File: src/rtl/adc_seq_pkg.sv
// Shared types and helpers for the conversion sequencer.
// Assumes resolutions are BASE_W + STEP_W*code bits, the widest being DATA_W.
package adc_seq_pkg;

    localparam int DATA_W = 18;
    localparam int BASE_W = 12;
    localparam int STEP_W = 2;
    localparam int CFG_W  = 5;

    // Configuration word: mode, gain code, resolution code
    typedef struct packed {
        logic       cont;
        logic [1:0] gain;
        logic [1:0] res;
    } cfg_t;

    localparam cfg_t CFG_DEFAULT = '{cont: 1'b1, gain: 2'd0, res: 2'd0};

    typedef enum logic [1:0] {
        ST_SETTLE = 2'd0,
        ST_CONV   = 2'd1,
        ST_STBY   = 2'd2
    } seq_st_t;

    // Sign-extend the low (BASE_W + STEP_W*code) bits of raw to DATA_W bits
    function automatic logic [DATA_W-1:0] sign_fill(input logic [DATA_W-1:0] raw,
                                                   input logic [1:0] code);
        int w;
        logic [DATA_W-1:0] o;
        w = BASE_W + STEP_W * int'(code);
        for (int i = 0; i < DATA_W; i++) begin
            o[i] = (i < w) ? raw[i] : raw[w-1];
        end
        return o;
    endfunction

endpackage

File: src/rtl/adc_settle_timer.sv
// Settling timer: counts CYC cycles after reset, then holds done high.
// Assumes srst_n merges every reset source, so each one restarts the count.
module adc_settle_timer #(
    parameter int CYC = 30000
) (
    input  logic clk,
    input  logic srst_n,
    output logic done
);
    localparam int CW = $clog2(CYC + 1);
    localparam logic [CW-1:0] LIMIT = CW'(CYC);

    logic [CW-1:0] cnt;

    // Saturating up-counter from reset
    always_ff @(posedge clk) begin
        if (!srst_n)
            cnt <= '0;
        else if (cnt != LIMIT)
            cnt <= cnt + 1'b1;
    end

    assign done = (cnt == LIMIT);

    // Once settled, stays settled until the next reset
    p_done_sticky_r4: assert property (@(posedge clk) disable iff (!srst_n)
        done |=> done);

endmodule

File: src/rtl/adc_cfg_reg.sv
// Configuration register: holds the user configuration, restores the defaults on reset.
// Assumes the write word is already in the cfg_t layout.
module adc_cfg_reg
    import adc_seq_pkg::*;
(
    input  logic clk,
    input  logic srst_n,
    input  logic we,
    input  cfg_t wdata,
    output cfg_t cfg
);
    // Store writes, default on reset
    always_ff @(posedge clk) begin
        if (!srst_n)
            cfg <= CFG_DEFAULT;
        else if (we)
            cfg <= wdata;
    end

endmodule

File: src/rtl/adc_result_capture.sv
// Result capture: sign-extends the finished raw word and keeps the ready flag.
// Assumes code is the resolution of the conversion being captured.
module adc_result_capture
    import adc_seq_pkg::*;
(
    input  logic              clk,
    input  logic              srst_n,
    input  logic              cap,
    input  logic [DATA_W-1:0] raw,
    input  logic [1:0]        code,
    input  logic              rd,
    output logic [DATA_W-1:0] result,
    output logic              rdy
);
    // Latch the extended word on capture
    always_ff @(posedge clk) begin
        if (!srst_n)
            result <= '0;
        else if (cap)
            result <= sign_fill(raw, code);
    end

    // Ready: set by capture (wins), cleared by read
    always_ff @(posedge clk) begin
        if (!srst_n)
            rdy <= 1'b0;
        else if (cap)
            rdy <= 1'b1;
        else if (rd)
            rdy <= 1'b0;
    end

    p_rdy_hold_r8: assert property (@(posedge clk) disable iff (!srst_n)
        rdy && !rd |=> rdy);
    p_rd_clear_r8: assert property (@(posedge clk) disable iff (!srst_n)
        rd && !cap |=> !rdy);
    p_cap_sets_r8: assert property (@(posedge clk) disable iff (!srst_n)
        cap |=> rdy);

endmodule

File: src/rtl/adc_result_shifter.sv
// Output shifter: loads a result word and presents it MSB first on sdo.
// Assumes load has priority over shift in the same cycle.
module adc_result_shifter
    import adc_seq_pkg::*;
(
    input  logic              clk,
    input  logic              srst_n,
    input  logic              load,
    input  logic [DATA_W-1:0] din,
    input  logic              shift,
    output logic              sdo
);
    logic [DATA_W-1:0] sh;

    // Load or shift toward the MSB
    always_ff @(posedge clk) begin
        if (!srst_n)
            sh <= '0;
        else if (load)
            sh <= din;
        else if (shift)
            sh <= {sh[DATA_W-2:0], 1'b0};
    end

    assign sdo = sh[DATA_W-1];

    p_shift_order_r9: assert property (@(posedge clk) disable iff (!srst_n)
        shift && !load |=> sdo == $past(sh[DATA_W-2]));

endmodule

File: src/rtl/adc_seq_ctrl.sv
// Conversion sequencer top: merges the reset sources, waits out settling, then
// runs continuous or one-shot conversions and captures their sign-extended results.
// Assumes a single clock and that the modulator answers each mod_go with one mod_done.
module adc_seq_ctrl
    import adc_seq_pkg::*;
#(
    parameter int CLK_MHZ   = 100,
    parameter int SETTLE_US = 300
) (
    input  logic              clk,
    input  logic              rst_n,
    input  logic              pwr_good,
    input  logic              gc_reset,
    input  logic              cfg_we,
    input  logic [CFG_W-1:0]  cfg_wdata,
    input  logic              start,
    input  logic              mod_done,
    input  logic [DATA_W-1:0] mod_data,
    input  logic              rd,
    input  logic              shift,
    output logic              mod_go,
    output logic [1:0]        mod_res,
    output logic [1:0]        mod_gain,
    output logic              standby,
    output logic              rdy,
    output logic [DATA_W-1:0] result,
    output logic              sdo
);
    localparam int SETTLE_CYC = CLK_MHZ * SETTLE_US;

    logic    srst_n;
    logic    settle_done;
    cfg_t    cfg;
    cfg_t    act_cfg;
    seq_st_t state;
    logic    conv_start;
    logic    cap;

    // All reset sources collapse into one synchronous reset
    assign srst_n = rst_n & pwr_good & ~gc_reset;

    adc_settle_timer #(.CYC(SETTLE_CYC)) i_timer (
        .clk    (clk),
        .srst_n (srst_n),
        .done   (settle_done)
    );

    adc_cfg_reg i_cfg (
        .clk    (clk),
        .srst_n (srst_n),
        .we     (cfg_we),
        .wdata  (cfg_t'(cfg_wdata)),
        .cfg    (cfg)
    );

    assign cap = (state == ST_CONV) && mod_done;

    // Decide whether a conversion starts at this edge
    always_comb begin
        conv_start = 1'b0;
        case (state)
            ST_SETTLE: conv_start = settle_done && cfg.cont;
            ST_CONV:   conv_start = mod_done && cfg.cont;
            ST_STBY:   conv_start = start;
            default:   conv_start = 1'b0;
        endcase
    end

    // Sequencer state, start pulse and per-conversion configuration
    always_ff @(posedge clk) begin
        if (!srst_n) begin
            state   <= ST_SETTLE;
            mod_go  <= 1'b0;
            act_cfg <= CFG_DEFAULT;
        end else begin
            mod_go <= conv_start;
            if (conv_start) begin
                act_cfg <= cfg;
                state   <= ST_CONV;
            end else if ((state == ST_SETTLE && settle_done) || cap) begin
                state <= ST_STBY;
            end
        end
    end

    assign mod_res  = act_cfg.res;
    assign mod_gain = act_cfg.gain;
    assign standby  = (state == ST_STBY);

    adc_result_capture i_cap (
        .clk    (clk),
        .srst_n (srst_n),
        .cap    (cap),
        .raw    (mod_data),
        .code   (act_cfg.res),
        .rd     (rd),
        .result (result),
        .rdy    (rdy)
    );

    adc_result_shifter i_shift (
        .clk    (clk),
        .srst_n (srst_n),
        .load   (rd),
        .din    (result),
        .shift  (shift),
        .sdo    (sdo)
    );

    p_go_after_settle_r4: assert property (@(posedge clk) disable iff (!srst_n)
        mod_go |-> settle_done);
    p_standby_quiet_r3: assert property (@(posedge clk) disable iff (!srst_n)
        standby |-> !mod_go);
    p_standby_exit_r3: assert property (@(posedge clk) disable iff (!srst_n)
        standby && start |=> mod_go && !standby);
    p_codes_on_go_r10: assert property (@(posedge clk) disable iff (!srst_n)
        $past(srst_n) && !($stable(mod_res) && $stable(mod_gain)) |-> mod_go);

endmodule

File: config.mk
export PLATFORM = sky130hd
export DESIGN_NAME = adc_seq_ctrl
export DESIGN_NICKNAME = d
export VERILOG_FILES = /design/src/rtl/adc_seq_pkg.sv /design/src/rtl/adc_settle_timer.sv /design/src/rtl/adc_cfg_reg.sv /design/src/rtl/adc_result_capture.sv /design/src/rtl/adc_result_shifter.sv /design/src/rtl/adc_seq_ctrl.sv
export SDC_FILE = /design/constraint.sdc
export NUM_CORES = 1
export LEC_CHECK = 0
export CAP_MARGIN = 10
export CORE_MARGIN = 5
export CORE_UTILIZATION = 50
export CTS_CLUSTER_SIZE = 16
export DETAILED_ROUTE_END_ITERATION = 8
export HOLD_SLACK_MARGIN = 0.03
export PLACE_DENSITY = 0.78
export SETUP_SLACK_MARGIN = 0.15
export SLEW_MARGIN = 20
export SYNTH_ARGS = -nofsm -noshare
export SYNTH_HDL_FRONTEND = slang
export SYNTH_SLANG_ARGS = --single-unit
File: constraint.sdc
create_clock -name clk -period 5.8 [get_ports clk]
set_input_delay 0.58 -clock clk [delete_from_list [all_inputs] [get_ports clk]]
set_output_delay 0.58 -clock clk [all_outputs]
set_load 0.02 [all_outputs]
Word-level counts from Yosys, hierarchy flattened
Index checks and enable logic that the tools add are counted.
Cells by class
  add/subtract/negate cells: 3
  $lt $le $gt $ge: 19
  eq/ne operators: 4
  multiplexer cells: 28
  bitwise gates (word level): 4
  reductions and logical operators: 10
Operators by type and width (number)
  < comparator 5 x 32 -> 1 bit, first input constant: 8
  < comparator 4 x 32 -> 1 bit, first input constant: 4
  < comparator 3 x 32 -> 1 bit, first input constant: 2
  < comparator 6 x 32 -> 1 bit, first input constant: 2
  two-way mux 18 bit: 2
  < comparator 1 x 32 -> 1 bit, first input constant: 1
  < comparator 2 x 32 -> 1 bit, first input constant: 1
  < comparator 32 x 7 -> 1 bit, second input constant: 1
  subtractor 32 x 2 -> 32 bit, second input constant: 1
  two-way mux 1 bit: 24
  adder 15 x 1 -> 15 bit, second input constant: 1
  equality test 15 bit, second input constant: 1
  != test 15 bit, second input constant: 1
  nonzero test 2 bit: 3
  adder 4 x 3 -> 5 bit, first input constant: 1
  binary-select mux 1 bit (select 5 bit): 1
  logical AND 1 bit: 4
  one-hot mux 1 bit (3 select lines): 1
  bitwise AND 1 bit: 2
  equality test 2 x 1 -> 1 bit, second input constant: 1
  equality test 2 bit, second input constant: 1
  zero test 2 bit: 1
  NOT 1 bit: 2
  OR reduction 2 bit: 1
  logical OR 1 bit: 1
Storage, ports and cells
  bits in registers: 64
  bits of input ports: 32
  output and inout bits: 26
  logic and storage cells: 80

Depth between registers and ports, before layout
  depth in word-level cells: 6
  mapped depth: 8
  gate-level depth less buffers: 7

Modules after synthesis
A second synthesis with hierarchy kept.
Unflattened totals
  cell total of the unflattened synthesis: 319
  area total of the unflattened synthesis: 3216.8 µm²
Modules (own cells, without submodules)
  adc_result_shifter: instances 1, cells an instance 79, area each 954.7 µm², sequential area each 360.3 µm²
  adc_result_capture: instances 1, cells an instance 98, area each 934.6 µm², sequential area each 380.4 µm²
  adc_settle_timer: instances 1, cells an instance 89, area each 769.5 µm², sequential area each 300.3 µm²
  adc_seq_ctrl: instances 1, cells an instance 37, area each 367.9 µm², sequential area each 140.1 µm²
  adc_cfg_reg: instances 1, cells an instance 16, area each 190.2 µm², sequential area each 100.1 µm²

Worst setup path after synthesis
No wires, ideal clock.
  path type: register -> register
  start: register act_cfg, in the netlist mod_res[0]
  end: register i_cap.result[0]
  setup time: 0.117 ns
  arrival: 1.934 ns
  data required time: 5.683 ns
  slack: 3.748 ns
  stages on the path, launching flop included: 9
  path buffers: 1
  period minus slack after synthesis: 2.052 ns
  cells stage by stage: dfxtp_1 -> buf_2 -> inv_1 -> ha_1 -> mux2i_1 -> o22ai_1 -> o21ai_0 -> nand2_1 -> a32o_1
On the way
  longest elaborated chain between the ends: 6
  elaborated cells between the ends (all ways): 7
  those cells by class: add/sub: 2; order compare: 1; mux: 4
RTL lines
  start, declared: line adc_seq_ctrl.sv:34  | cfg_t act_cfg;
  start signal, assigned: line adc_seq_ctrl.sv:78  | act_cfg <= cfg;
  adder 4 x 3 -> 5 bit (*): line adc_seq_pkg.sv:30  | w = BASE_W + STEP_W * int'(code);
  subtractor 32 x 2 -> 32 bit: line adc_seq_pkg.sv:32  | o[i] = (i < w) ? raw[i] : raw[w-1];
  binary-select mux 1 bit (select 5 bit): line adc_seq_pkg.sv:32
  two-way mux 1 bit (not written as such) (2 in a row): line adc_seq_pkg.sv:32
  two-way mux 1 bit (*): line adc_seq_pkg.sv:32
  end signal, assigned: line adc_result_capture.sv:20  | result <= sign_fill(raw, code);
  end, declared: line adc_result_capture.sv:12  | output logic [DATA_W-1:0] result,
Every way passes the cells marked *; elsewhere a longest branch is shown, timed or not. The select of a mux whose other input is x is not followed.
A chain may end at the register's enable or synchronous reset.

Worst setup path in the final report
  start: input port gc_reset
  end: register i_cap.result[12]
On the way
  longest elaborated chain between the ends: 2
RTL lines
  start, declared: line adc_seq_ctrl.sv:13  | input logic gc_reset,
  NOT 1 bit: line adc_seq_ctrl.sv:40  | assign srst_n = rst_n & pwr_good & ~gc_reset;
  bitwise AND 1 bit: line adc_seq_ctrl.sv:40
Every way passes these cells.

==> results.toml <==
[cts]
clk_latency_ps = 330
clock-sinks = 64
postCtsHoldBufs = 0
clkTransAtPathRegs_ps = 70
htreeDepth = 3
cts-root-buf = "clkbuf_8"
postCtsResizedCells = 0
cts_tree = "yes"
post-cts-setup-buffers = 0
cts_buffers = 9
clockBufferDepth = 2

[worst_setup_path]
start_kind = "input pin"
crit_required_ps = 6030
crit_type = "input pin to register"
r2r-end = "i_cap.result[1]$_SDFFE_PN0P_"
slowest_delay_ps = 800
crit_chain = "clkdlybuf4s50_1, or2_2, nor2_1, o21a_1, a22o_1"
crit_start = "gc_reset"
endpoint = "i_cap.result[12]$_SDFFE_PN0P_"
cpMaxStageDelayCell = "or2_2"
crit_fanout = 56
endpoint_kind = "register"
r2r-start = "mod_res[0]$_SDFFE_PN0P_"
ff2ff_setup_slack_ps = 3600
reg2reg_depth = 7
crit_arrival_ps = 2530

[yosys]
yosysSeqAreaShare = 0.456
yosys_warnings = 0
ys_ff_latch = 64
synth_nets = 365
avgSynthCellArea_um2 = 8.60
mappedNetlistArea_um2 = 2810
netlist_instances = 327
synth.distinct_cells = 35

[power_and_ir_drop]
seqPwrFrac = 0.485
sw_frac_of_total = 0.200
p_leak_nw = 1.34
clkPwrFrac = 0.467
p_int_w = 0.000728
vdd_drop_max_v = 0.000177
switchingPower_w = 0.000182
cellPowerDensity_nw_per_um2 = 252
combPwrFrac = 0.048

[cells_and_area]
n_antenna_cell = 0
design_area_um2 = 3610
stdcell_count = 453
drive_above_1_share = 0.0499
area.growth.synth_to_final_pct = 28.3
nets = 415
final_util = 0.659

[sta]
max_freq_mhz = 433
setup_slack_ps = 3490
hold_viol_final = 0
rsz0062_at_grt = "false"
fin_crit_ps = 2310
setup_violations = 0
setup_tns_ps = 0
tightest_slew_ps = 1040
fin_crit_sh = 0.398
slew_violations = 0
fin_skew_ps = 7.10
slew_headroom = 0.309

[routing]
wl_mm = 6.14
dr_total_vias = 2369
avgRoutedWirePerCell_um = 13.5
drt_first_pass_iters = 4
drtAntennaViolNets = 0
drt_iter0_markers = 190
drc = 0
routed_via_density = 5.23

[grt]
grt_antenna_before_repair = 0
overflow = 0
grt_pass1_vias = 2335
grt.total_usage = 0.182
grt_max_degree = 57
grt_pass1_wl_mm = 10.7

[floorplan]
die_x_um = 85.0
design.core.area_um2 = 5470
initial_utilization = 0.514
design.die.area_um2 = 7220
placementRows = 27
ios = 58
die_h_um = 85.0

[flow_run]
cap_violations = 0

[place]
post_dp_cell_area_um2 = 3390
gp_congestion = 0.798
dp.cells = 438
io_buffer_count = 57
hpwl_mm = 4.26
pre_cts_ws_ps = 3120

[min_path]
worstHoldStart = "i_cap.result[5]$_SDFFE_PN0P_"
hold_class = "register to register"

[run_status]
status = "completed"
worst max-delay path, delay by kind of cell:
family          cells  cell delay, ps
compound gates      2             370
buf+inv             1             470
simple gates        2            1090
Yosys cell counts:
library cell	number	area share
and3b_1	1	0.0031
buf_1	3	0.0040
a22o_1	3	0.0093
clkbuf_1	11	0.015
a21oi_1	39	0.069
or2_2	2	0.0044
nor2b_1	1	0.0022
xor2_1	4	0.012
nand2_1	37	0.049
o21a_1	2	0.0053
nand3_1	4	0.0071
nand4_1	3	0.0067
and4_1	1	0.0031
and3_1	4	0.0089
o211a_1	1	0.0036
o21ai_0	6	0.011
nand3b_1	2	0.0053
mux2i_1	31	0.11
xnor2_1	6	0.019
or3_2	1	0.0027
nor3b_1	1	0.0027
or3_1	1	0.0022
ha_1	6	0.027
a31oi_4	1	0.0076
nor2_1	66	0.088
buf_2	3	0.0053
inv_1	5	0.0067
buf_6	1	0.0040
dfxtp_1	64	0.46
a32o_1	4	0.014
and2_1	1	0.0022
o22ai_1	1	0.0022
nand2b_1	7	0.016
and4bb_1	3	0.013
nor3_1	1	0.0018
flip-flops by register name, indices dropped and copies added, names as in the netlist, 2 cells and up:
name          cells
i_cap.result     18
i_cfg.cfg         5
i_shift.sh       18
i_timer.cnt      15
mod_gain          2
mod_res           2
state             2
metrics by stage:
stage	power [W]	hold WS (ps)
after floorplan	0.000471	460
after global placement	0.000495	462
after detailed placement	0.000496	469
after CTS	0.000916	477
after global routing	0.000942	520
final	0.000910	478
layout by cell type (no fill, tap or decap), drive strengths merged, types with 3 or more instances in the layout:
cell and count:
nor2 66, dfxtp 64, clkdlybuf4s50 56, a21oi 39
nand2 37, mux2i 31, clkbuf 12, nand2b 7
xnor2 6, o21ai 6, ha 6, inv 5
nand3 4, xor2 4, a32o 4, and3 4
and4bb 3, nand4 3, a22o 3
area by class of cell:
cell class,count,area [um2]
clock buffers,12,155
clock inverters,3,65.1
fillers,486,1860
inverters,5,18.8
multi-input cells,240,1430
flip-flops and latches,64,1280
well taps,72,90.1
repair buffers,57,566
power by group through the flow:
stage	sequential, W	combinational, W	clock, W
finish	0.000441	0.0000441	0.000425
global route	0.000441	0.0000478	0.000453
CTS	0.000441	0.0000446	0.000430
detailed placement	0.000451	0.0000445	0
global placement	0.000451	0.0000442	0
floorplan	0.000451	0.0000197	0
metal layers:
layer | global-route usage | up-vias | share of wire
met5 | 0 | - | 0
met4 | 0.0763 | 0 | 0.018
met3 | 0.0417 | 11 | 0.050
met2 | 0.307 | 45 | 0.48
met1 | 0.221 | 1106 | 0.45
li1 | - | 1207 | -
cell families after synthesis:
logic type,synth area share
simple gates,0.219
mux,0.110
xor+xnor,0.0312
compound gates,0.122
flops,0.456
buf+inv,0.0347
fa+ha+maj,0.0267
worst min-delay path by stage:
stage                                         to  cells after the start
floorplan              i_cfg.cfg[0]$_SDFFE_PN0P_                      2
global placement    i_cap.result[6]$_SDFFE_PN0P_                      2
detailed placement        i_cap.rdy$_SDFFE_PN0P_                      2
CTS                 i_cap.result[4]$_SDFFE_PN0P_                      2
global route        i_cap.result[2]$_SDFFE_PN0P_                      2
finish              i_cap.result[5]$_SDFFE_PN0P_                      2
No activity file was read; power rests on OpenSTA's default activity.
